===== src/rtl/tick_node_pkg.sv =====
// Shared helpers for the tick generator node: rule thresholds per fault
// mode and the width of the saturating peer difference.
package tick_node_pkg;

    // Peers that must be ahead before the node catches up.
    function automatic int relay_need(bit byz, int f);
        return byz ? f + 1 : 1;
    endfunction

    // Peers that must have reached the local count before the node paces on.
    function automatic int incr_need(bit byz, int f);
        return byz ? 2 * f + 1 : f + 1;
    endfunction

    // Signed width holding -lim..+lim.
    function automatic int diff_width(int lim);
        return $clog2(lim + 1) + 1;
    endfunction

endpackage


===== src/rtl/tick_sync_edge.sv =====
// Two-flop synchronizer plus one history flop for one peer tick wire.
// Assumes the peer wire holds each level for at least two clocks, so no
// tick is lost. hit is high for one cycle per level change seen.
module tick_sync_edge (
    input  logic clk,
    input  logic rst_n,
    input  logic din,
    output logic hit
);
    logic meta_q, sync_q, hist_q;

    // Shift the peer level through the synchronizer and history stage.
    always_ff @(posedge clk) begin
        if (!rst_n) begin
            meta_q <= 1'b0;
            sync_q <= 1'b0;
            hist_q <= 1'b0;
        end else begin
            meta_q <= din;
            sync_q <= meta_q;
            hist_q <= sync_q;
        end
    end

    assign hit = sync_q ^ hist_q;
endmodule


===== src/rtl/tick_diff_chan.sv =====
// Saturating signed difference for one peer: ticks received minus ticks
// emitted, bounded to -LIM..+LIM. Provides the "peer ahead" and
// "peer level or ahead" flags for the threshold units.
module tick_diff_chan #(
    parameter int LIM = 4,
    parameter int DW  = 4
) (
    input  logic          clk,
    input  logic          rst_n,
    input  logic          up,
    input  logic          down,
    output logic [DW-1:0] diff,
    output logic          ahead,
    output logic          level
);
    localparam logic signed [DW:0] HI = (DW+1)'(LIM);
    localparam logic signed [DW:0] LO = -HI;

    logic signed [DW:0]   sum;
    logic        [DW-1:0] nxt;

    // Form the unclamped next difference and clamp it to the bound.
    always_comb begin
        sum = $signed({diff[DW-1], diff})
            + $signed({{DW{1'b0}}, up})
            - $signed({{DW{1'b0}}, down});
        if (sum > HI)
            nxt = HI[DW-1:0];
        else if (sum < LO)
            nxt = LO[DW-1:0];
        else
            nxt = sum[DW-1:0];
    end

    // Hold the difference.
    always_ff @(posedge clk) begin
        if (!rst_n)
            diff <= '0;
        else
            diff <= nxt;
    end

    assign level = !diff[DW-1];
    assign ahead = level && (diff != '0);
endmodule


===== src/rtl/tick_threshold.sv =====
// m-out-of-W vote: fires when enabled and at least NEED flags are set.
module tick_threshold #(
    parameter int W    = 4,
    parameter int NEED = 2
) (
    input  logic         en,
    input  logic [W-1:0] flags,
    output logic         fire
);
    localparam int CW = $clog2(W + 1);

    logic [CW-1:0] tally;

    // Count the set flags.
    always_comb begin
        tally = '0;
        for (int i = 0; i < W; i++)
            tally = tally + CW'(flags[i]);
    end

    assign fire = en && (int'(tally) >= NEED);
endmodule


===== src/rtl/tick_node.sv =====
// One node of a fault-tolerant tick cluster. Assumes N >= 3F+2 when BYZ=1
// and peer wires that hold each level for at least two clocks. Emits at
// most one tick per clock; rising and falling ticks use separate units.
module tick_node
    import tick_node_pkg::*;
#(
    parameter int N   = 5,
    parameter int F   = 1,
    parameter bit BYZ = 1'b1,
    parameter int LIM = 4
) (
    input  logic         clk,
    input  logic         rst_n,
    input  logic [N-2:0] tick_in,
    output logic         tick_out
);
    localparam int R          = N - 1;
    localparam int RELAY_NEED = relay_need(BYZ, F);
    localparam int INCR_NEED  = incr_need(BYZ, F);
    localparam int DW         = diff_width(LIM);

    logic [R-1:0]         hit, ahead, level;
    logic [R-1:0][DW-1:0] diff_q;
    logic [1:0]           relay_fire, incr_fire;
    logic                 advance;

    // Per-peer synchronizer and difference tracker.
    for (genvar ch = 0; ch < R; ch++) begin : g_peer
        tick_sync_edge u_sync (
            .clk   (clk),
            .rst_n (rst_n),
            .din   (tick_in[ch]),
            .hit   (hit[ch])
        );
        tick_diff_chan #(.LIM(LIM), .DW(DW)) u_diff (
            .clk   (clk),
            .rst_n (rst_n),
            .up    (hit[ch]),
            .down  (advance),
            .diff  (diff_q[ch]),
            .ahead (ahead[ch]),
            .level (level[ch])
        );
    end

    // Unit pair 0 decides rising ticks, pair 1 falling ticks.
    for (genvar p = 0; p < 2; p++) begin : g_dir
        tick_threshold #(.W(R), .NEED(RELAY_NEED)) u_relay (
            .en    (tick_out == 1'(p)),
            .flags (ahead),
            .fire  (relay_fire[p])
        );
        tick_threshold #(.W(R), .NEED(INCR_NEED)) u_incr (
            .en    (tick_out == 1'(p)),
            .flags (level),
            .fire  (incr_fire[p])
        );
    end

    assign advance = (|relay_fire) || (|incr_fire);

    // Emit one tick transition when either rule fires.
    always_ff @(posedge clk) begin
        if (!rst_n)
            tick_out <= 1'b0;
        else if (advance)
            tick_out <= ~tick_out;
    end
endmodule


===== config.mk =====
export PLATFORM = sky130hd
export DESIGN_NAME = tick_node
export DESIGN_NICKNAME = d
export VERILOG_FILES = /design/src/rtl/tick_node_pkg.sv /design/src/rtl/tick_sync_edge.sv /design/src/rtl/tick_diff_chan.sv /design/src/rtl/tick_threshold.sv /design/src/rtl/tick_node.sv
export SDC_FILE = /design/constraint.sdc
export NUM_CORES = 1
export LEC_CHECK = 0
export BUFFER_PORTS_ARGS = -buffer_cell sky130_fd_sc_hd__buf_2
export CORE_ASPECT_RATIO = 0.5
export CORE_MARGIN = 3
export CORE_UTILIZATION = 40
export DETAILED_ROUTE_END_ITERATION = 6
export PLACE_DENSITY = 0.58
export RECOVER_POWER = 25
export SLEW_MARGIN = 40
export SYNTH_ARGS = -nofsm -noshare
export SYNTH_HDL_FRONTEND = slang
export SYNTH_SLANG_ARGS = --single-unit

===== constraint.sdc =====
create_clock -name clk -period 4.2 [get_ports clk]
set_input_delay 0 -clock clk [delete_from_list [all_inputs] [get_ports clk]]
set_output_delay 0 -clock clk [all_outputs]
set_load 0.01 [all_outputs]

After elaboration in Yosys (flattened, before gate mapping) --
Cells that the tools add are included.
Operators by class: mux-type cells 8, order comparisons 10, reductions and logical operators 27, bitwise logic cells 6, add/sub/neg operators 14
Operators by type and width (count):
- adder 4 x 2 -> 5 bit | 4
- > comparator 5 x 4 -> 1 bit, second input constant | 4
- less-than comparator 5 x 3 -> 1 bit, second input constant | 4
- subtractor 5 x 2 -> 5 bit | 4
- 2-to-1 mux 4 bit | 4
- nonzero test 4 bit | 4
- adder 3 x 1 -> 3 bit | 4
- 2-to-1 mux 3 bit | 4
- OR reduction 2 bit | 6
- OR reduction 3 bit | 4
- logical AND 1 bit | 8
- greater-or-equal comparator 3 x 2 -> 1 bit, second input constant | 2
- adder 1 x 1 -> 2 bit | 2
- zero test 1 bit | 4
- XOR 1 bit | 4
- inverter 1 bit | 2
- logical OR 1 bit | 1
Word-level totals: flip-flop bits (word level) 29, logic and storage cells 90, input bits 6, output and inout bits 1

Longest topological paths before layout --
Gate-level depths: netlist of the first run.
depth after elaboration 13, depth in mapped cells 15, depth with buffers taken out 15

By module --
From an unflattened synthesis of the first run, not the netlist that was laid out.
Unflattened totals: cell total of the unflattened synthesis 200, area, all modules 1894.3 µm²
Modules (own cells, without submodules):
- tick_diff_chan | seq. area each 80.1 µm², cells an instance 35, instances 4, area each 317.8 µm²
- tick_sync_edge | seq. area each 60.1 µm², cells an instance 7, instances 4, area each 88.8 µm²
- tick_threshold at g_dir[0].u_incr ... | seq. area each 0.0 µm², cells an instance 10, instances 2, area each 75.1 µm²
- tick_threshold at g_dir[0].u_relay ... | seq. area each 0.0 µm², cells an instance 3, instances 2, area each 31.3 µm²
- tick_node | seq. area each 20.0 µm², cells an instance 6, instances 1, area each 55.1 µm²

Least setup slack after synthesis of the first run --
Ideal clock, no wire load.
path kind reg2reg, start register g_peer[0].u_diff.diff[3], end register g_peer[1].u_diff.diff[0], buffers on the path 0, cell stages (with the launch flop) 15, arrival time 3.632 ns, path slack 0.496 ns, data required time 4.128 ns, setup time 0.072 ns, clock period less this slack 3.704 ns, cell sequence dfxtp_1 inv_1 ha_1 fa_1 ha_1 a2111oi_0 o21ai_0 ha_1 inv_1 ha_1 fa_1 a21oi_1 o21bai_1 or3_1 mux2i_1
On the way: word-level cells in the longest chain between the ends 12, elaborated cells between the ends (all ways) 22, those cells by class add/sub (7); order compare (4); reduce/logical (11)
Ends and longest elaborated chain:
- start, declared | line tick_diff_chan.sv:12 | output logic [DW-1:0] diff,
- start signal, assigned | line tick_diff_chan.sv:40 | diff <= nxt;
- nonzero test 4 bit / zero test 1 bit (equally long branches) | line tick_diff_chan.sv:44, tick_diff_chan.sv:43
- logical AND 1 bit | line tick_diff_chan.sv:44 | assign ahead = level && (diff != '0);
- adder 1 x 1 -> 2 bit | line tick_threshold.sv:18 | tally = tally + CW'(flags[i]);
- adder 3 x 1 -> 3 bit (2 in series) | line tick_threshold.sv:18
- greater-or-equal comparator 3 x 2 -> 1 bit | line tick_threshold.sv:21 | assign fire = en && (int'(tally) >= NEED);
- logical AND 1 bit | line tick_threshold.sv:21
- OR reduction 2 bit | line tick_node.sv:60 | assign advance = (|relay_fire) || (|incr_fire);
- logical OR 1 bit * | line tick_node.sv:60
- named net advance | line tick_node.sv:25 | logic advance;
- subtractor 5 x 2 -> 5 bit * | line tick_diff_chan.sv:26 | - $signed({{DW{1'b0}}, down});
- less-than comparator 5 x 3 -> 1 bit / > comparator 5 x 4 -> 1 bit (equally long branches) | line tick_diff_chan.sv:29, tick_diff_chan.sv:27
- OR reduction 3 bit (no source line)
- end signal, assigned | line tick_diff_chan.sv:40
- end, declared | line tick_diff_chan.sv:12
Mark *: on every way through the listed nets, which the timed path passes. The rest lies on a longest branch. A chain may end at the register's enable or synchronous reset.

Worst setup path after layout of the first run --
start register g_peer[0].u_diff.diff[3], end register g_peer[3].u_diff.diff[1]
On the way: word-level cells in the longest chain between the ends 12, elaborated cells between the ends (all ways) 22, those cells by class add/sub (7); order compare (4); reduce/logical (11)
Ends and longest elaborated chain (line):
- nonzero test 4 bit / zero test 1 bit (equally long branches) | tick_diff_chan.sv:44, tick_diff_chan.sv:43
- logical AND 1 bit | tick_diff_chan.sv:44
- adder 1 x 1 -> 2 bit | tick_threshold.sv:18
- adder 3 x 1 -> 3 bit (2 in series) | tick_threshold.sv:18
- greater-or-equal comparator 3 x 2 -> 1 bit | tick_threshold.sv:21
- logical AND 1 bit | tick_threshold.sv:21
- OR reduction 2 bit | tick_node.sv:60
- logical OR 1 bit * | tick_node.sv:60
- named net advance | tick_node.sv:25
- subtractor 5 x 2 -> 5 bit * | tick_diff_chan.sv:26
- less-than comparator 5 x 3 -> 1 bit / > comparator 5 x 4 -> 1 bit (equally long branches) | tick_diff_chan.sv:29, tick_diff_chan.sv:27
- OR reduction 3 bit (no source line)
- end signal, assigned | tick_diff_chan.sv:40
- end, declared | tick_diff_chan.sv:12
Marks and branches as above.

==> metrics.md, run 1 <==
| Metric | Value |
|---|---|
| CTS clk-pin slew, worst paths | `0.06 ns` |
| Clock skew | `0.00272 ns` |
| Post-synth EDFFs | `0` |
| Synth area leaders | `dfxtp_1 34%, ha_1 21%, fa_1 5.9%` |
| Largest area contributor in the netlist | `dfxtp_1` |
| Met1 usage | `16.0%` |
| CP arrival | `approximately 4.2 ns` |
| FF+latch count, synth | `29` |
| CP Max Fanout | `5` |
| Synth top area share | `between 30 and 40%` |
| Final hold violations | `0` |
| Max-slew headroom | `70.4%` |
| Cts bufs inserted | `5` |
| Busiest grt layer | `met2` |
| Max_cap viols | `0` |
| DR vias/cell | `approximately 4.8` |
| Ant diodes | `0` |
| Mapped cell area | `0.00170 sq mm` |
| Post-route insts no fill | `249` |
| Inst Count DP | `234` |
| Antenna-violating nets left | `0` |
| Synth Flop Type | `dfxtp_1` |
| Drt initial violations | `23` |
| Slew @ Worst Pin | `0.444 ns` |
| RD Place Congestion | `just over 0.8` |
| Met3 GRT Util | `4.15%` |
| Final Max Tran Viols | `0` |
| Setup WS post-layout | `0.241 ns` |
| Worst Path Required | `4.42 ns` |
| Synth Instances | `177` |
| Largest net degree at the start of global routing | `29` |
| Starting density of the core | `42.5%` |
| Syn Area/Cell | `between 9 and 10 sq um` |
| CTS tree | `built` |
| CP startpoint kind | `register` |
| Netlist cell types | `25` |
| First-pass iteration count of the detailed router | `4` |
| Vias post-DR | `1,192` |
| Die extent in x | `98.2 microns` |
| Core footprint | `0.00400 sq mm` |
| Clock Latency Late Sink | `0.28 ns` |
| Clk sinks | `29` |
| Number of I/O port buffers | `6` |
| Area Overhead vs Synth | `14.7%` |
| Root buf cell | `clkbuf_8` |
| Clk buf depth | `2` |
| Setup-failing EPs final | `0` |
| Final period util | `a little over nine tenths` |
| Initial antenna violation count | `0` |
| Outcome | `complete, no violations` |
| Hold Path Class | `in2reg` |
| Final min period | `3.96 ns` |
| Fmax | `253 MHz` |
| Syn nets | `216` |
| Post-place setup slack | `around 0.1 ns` |
| Share of cells above drive strength 1 | `9.23%` |
| Async S/R FF share, synth | `0%` |
| DP HPWL | `~2.0 mm` |
| Die Footprint | `0.00512 sq mm` |
| Met2 capacity usage during global routing | `18.1%` |
| Synth warn | `0` |
| GRT overflow | `0` |
| DIE HEIGHT | `52.1 microns` |
| Register area share after synthesis | `around 34%` |
| Final nets | `233` |
| GRT Total Usage | `around 12%` |
| CP Class | `reg2reg` |
| # DRC | `0` |
| Row cnt | `16` |
| Wire per inst | `11.1 microns` |
| Io pins | `7` |
| CTS HTree Levels | `2` |
| Setup crit end kind | `register` |
| Vias in the first global route | `1,115` |
| First-pass GRT wire length | `4.85 mm` |
| Total Wirelength | `2.76 mm` |
[placed cells by master, fill, tap and decap left out, types with 3 or more instances in the layout]
| master | synthesis | final |
|---|---|---|
| fa_1 | 5 | 5 |
| a21oi_1 | 13 | 13 |
| nor2_1 | 8 | 8 |
| dfxtp_1 | 29 | 29 |
| dlygate4sd3_1 | 0 | 4 |
| o21bai_1 | 4 | 4 |
| inv_1 | 21 | 21 |
| nand4_1 | 8 | 8 |
| buf_4 | 0 | 3 |
| a21o_1 | 4 | 4 |
| xnor2_1 | 10 | 10 |
| clkbuf_8 | 0 | 7 |
| buf_2 | 0 | 6 |
| or3_1 | 4 | 4 |
| nand2_1 | 7 | 7 |
| and2_1 | 14 | 12 |
| mux2i_1 | 4 | 4 |
| ha_1 | 28 | 28 |
[synthesized netlist by cell type, drive strengths merged, types with 5 or more instances]
cell and instances:
nand2 7, nand4 8, a21oi 13, ha 28, nor2 8, xnor2 10
dfxtp 29, and2 14, fa 5, inv 21
[logic make-up after synthesis]
logic type | Yosys count | share of synthesized area, %
compound gates | 30 | 11.2
simple gates | 45 | 14.4
fa+ha+maj | 33 | 26.5
mux | 4 | 2.35
flops | 29 | 34.1
xor+xnor | 12 | 6.18
buf+inv | 24 | 5.29
[repair_timing]
item,in CTS,in global routing
endpoints found under the hold margin,4,0
gates resized for setup,0,1
hold buffers,4,0
endpoints found under the setup margin,0,10
buffers inserted,0,3
[state kept, by name, summed over array words and instances, names as in the netlist]
name and cells:
g_peer.u_sync.meta_q 4, tick_out 1, g_peer.u_diff.diff 16, g_peer.u_sync.hist_q 4, g_peer.u_sync.sync_q 4
[through the flow]
stage	setup TNS (ns)	util [%]	hold slack [ns]	cell area, sq um
6_report	0	48.8	0.163	1950
2_1_floorplan	0	-	0.127	1700
3_5_place_dp	0	44.7	0.210	1790
4_1_cts	0	48.2	0.163	1930
3_3_place_gp	0	44.7	0.206	1790
5_1_grt	-0.00882	48.8	0.185	1950
[critical path, stage by stage (launching register included)]
cell and delay, ns:
dfxtp_1 0.33, inv_1 0.07, ha_1 0.31, fa_1 0.39, ha_1 0.28, a2111oi_0 0.43
o21ai_1 0.27, buf_4 0.20, ha_1 0.26, inv_1 0.04, ha_1 0.19, fa_1 0.41
a21oi_1 0.16, o21bai_1 0.11, a211o_1 0.30, a21oi_1 0.14
[worst paths after layout]
path	cells after the start	slack [ns]	endpoint	start
worst max register to register	15	0.24	g_peer[3].u_diff.diff[1]	g_peer[0].u_diff.diff[3]
worst min register to register	1	0.44	g_peer[2].u_sync.sync_q	g_peer[2].u_sync.meta_q
worst min-delay path	3	0.16	g_peer[3].u_diff.diff[1]	rst_n
worst max-delay path	15	0.24	g_peer[3].u_diff.diff[1]	g_peer[0].u_diff.diff[3]
[final cells by class]
type                            count  area, sq um
Fill cell                         376         2050
Multi-Input combinational cell    124         1030
Sequential cell                    29          581
Clock buffer                        7         96.3
Timing Repair Buffer               13         92.6
Inverter                           21         78.8
Tap cell                           54         67.6
Clock inverter                      1         5.00
[layer usage]
layer | share of wire, % | routed length, microns
met5 | 0 | 0
met3 | 3.3 | 92
met4 | 1.8 | 49
met2 | 41 | 1130
met1 | 54 | 1490
Power of run 1 is left out: the tool's default activity adds up to more than one toggle a clock period on the data nets, which glitch-free logic cannot reach.
==> run 2: changes to the inputs <==
==> constraint.sdc (replaced) <==
create_clock -name clk -period 4.92 [get_ports clk]
set_input_delay 0 -clock clk [delete_from_list [all_inputs] [get_ports clk]]
set_output_delay 0 -clock clk [all_outputs]
set_load 0.01 [all_outputs]
==> metrics.md, run 2 (synthesis results as in run 1) <==
| Metric | Value |
|---|---|
| Outcome | `complete, no violations` |
| FF-to-FF Start | `g_peer[0].u_diff.diff[3]` |
| Die extent in x | `between 90 and 100 microns` |
| Worst setup path endpoint | `g_peer[1].u_diff.diff[0]` |
| First-pass iteration count of the detailed router | `4` |
| Final period util | `85.9%` |
| Max_cap viols | `0` |
| Fill cells | `381` |
| Hold Path Class | `in2reg` |
| RD Place Congestion | `0.796` |
| DR vias/cell | `4.95` |
| Final min period | `4.23 ns` |
| Clk sinks | `29` |
| Most flops, register | `g_peer.u_diff.diff` |
| Met1 usage | `16.8%` |
| Reg2Reg Capture Point | `g_peer[1].u_diff.diff[0]` |
| Antenna-violating nets left | `0` |
| Row cnt | `16` |
| CTS clk-pin slew, worst paths | `0.07 ns` |
| Area Overhead vs Synth | `14.5%` |
| Vias in the first global route | `1,241` |
| Inst Count DP | `234` |
| Share of cells above drive strength 1 | `7.81%` |
| Root buf cell | `clkbuf_8` |
| Min-delay src | `rst_n` |
| RSZ-0062 raised after global routing | `false` |
| Setup TNS | `0 ns` |
| Setup-failing EPs final | `0` |
| Max-slew headroom | `48.8%` |
| Wire per inst | `between 10 and 15 microns` |
| Vias post-DR | `1,218` |
| Final nets | `230` |
| Commonest non-fill, non-tap cell in the layout | `dfxtp_1` |
| Final Max Tran Viols | `0` |
| DP HPWL | `2.19 mm` |
| CTS tree | `built` |
| First-pass GRT wire length | `5.22 mm` |
| GRT overflow | `0` |
| # DRC | `0` |
| Clk buf depth | `2` |
| Number of I/O port buffers | `6` |
| Fmax | `237 MHz` |
| Met2 capacity usage during global routing | `about a fifth` |
| Drt initial violations | `32` |
| Clock skew | `0.00553 ns` |
| Core footprint | `approximately 0.0040 sq mm` |
| DIE HEIGHT | `52.1 microns` |
| Post-cts gate resize count | `0` |
| Io pins | `7` |
| Post-route insts no fill | `between 200 and 250` |
| Largest net degree at the start of global routing | `29` |
| Met3 GRT Util | `4.28%` |
| Worst Path Required | `between 5 and 6 ns` |
| CP startpoint kind | `register` |
| CP arrival | `4.44 ns` |
| Total Wirelength | `2.98 mm` |
| Most frequent cells in the layout | `29 x dfxtp_1, 28 x ha_1, 21 x inv_1` |
| Max reg flops | `16` |
| Crit. Startpoint | `g_peer[0].u_diff.diff[3]` |
| CP Class | `reg2reg` |
| Busiest grt layer | `met2` |
| Starting density of the core | `42.5%` |
| Hold_ws | `0.157 ns` |
| GRT Total Usage | `12.9%` |
| Ant diodes | `0` |
| Slew @ Worst Pin | `around 0.76 ns` |
| Post-CTS Setup Bufs | `0` |
| CTS HTree Levels | `2` |
| Die Footprint | `0.00512 sq mm` |
| Cts bufs inserted | `5` |
| Clock Latency Late Sink | `0.28 ns` |
| Final hold violations | `0` |
| CP Max Fanout | `6` |
| Reg-to-reg slack, setup | `around 0.7 ns` |
| Setup crit end kind | `register` |
| Util after Layout | `48.7%` |
| R2R cell count | `14` |
| Initial antenna violation count | `0` |
run 2: layer usage:
metal / routed length [microns] / vias to the layer above
li1: - / 626
met1: 1590 / 570
met2: 1240 / 16
met3: 104 / 6
met4: 47 / 0
met5: 0 / -
run 2: layout make-up:
| type | count | area [sq um] | share of cell area, % |
|---|---|---|---|
| clock buffers | 6 | 82.6 | 4.24 |
| clock inverters | 2 | 37.5 | 1.93 |
| inverters | 21 | 78.8 | 4.05 |
| multi-input cells | 124 | 1030 | 52.9 |
| flip-flops and latches | 29 | 581 | 29.8 |
| well taps | 54 | 67.6 | 3.47 |
| repair buffers | 10 | 70.1 | 3.60 |
run 2: stage by stage:
stage          setup slack [ns]  instance area (sq um)
2_1_floorplan              1.22                   1700
3_3_place_gp               1.01                   1790
3_5_place_dp              0.728                   1790
4_1_cts                   0.693                   1950
5_1_grt                   0.442                   1950
6_report                  0.693                   1950
run 2: worst max-delay path, cell delays in order (launching register included):
cell and delay (ns):
dfxtp_1 0.32, inv_1 0.07, ha_1 0.31, fa_1 0.41
ha_1 0.28, a2111oi_0 0.45, o21ai_0 0.41, ha_1 0.41
inv_1 0.04, ha_1 0.20, fa_1 0.40, a21oi_1 0.17
o21bai_1 0.16, or3_1 0.38, mux2i_1 0.14
run 2: timing repair:
item,in CTS,in global routing
setup endpoints to repair,0,0
endpoints found under the hold margin,4,0
hold buffers,4,0
run 2: worst min-delay path by stage:
stage,endpoint,slack [ns],cells past startpoint
floorplan,g_peer[0].u_sync.meta_q,0.13,1
global placement,g_peer[1].u_sync.meta_q,0.21,2
detailed placement,g_peer[2].u_sync.meta_q,0.21,2
CTS,g_peer[3].u_diff.diff[1],0.16,3
global route,g_peer[3].u_diff.diff[1],0.19,3
finish,g_peer[3].u_diff.diff[1],0.16,3
Power of run 2 is left out for the same reason.
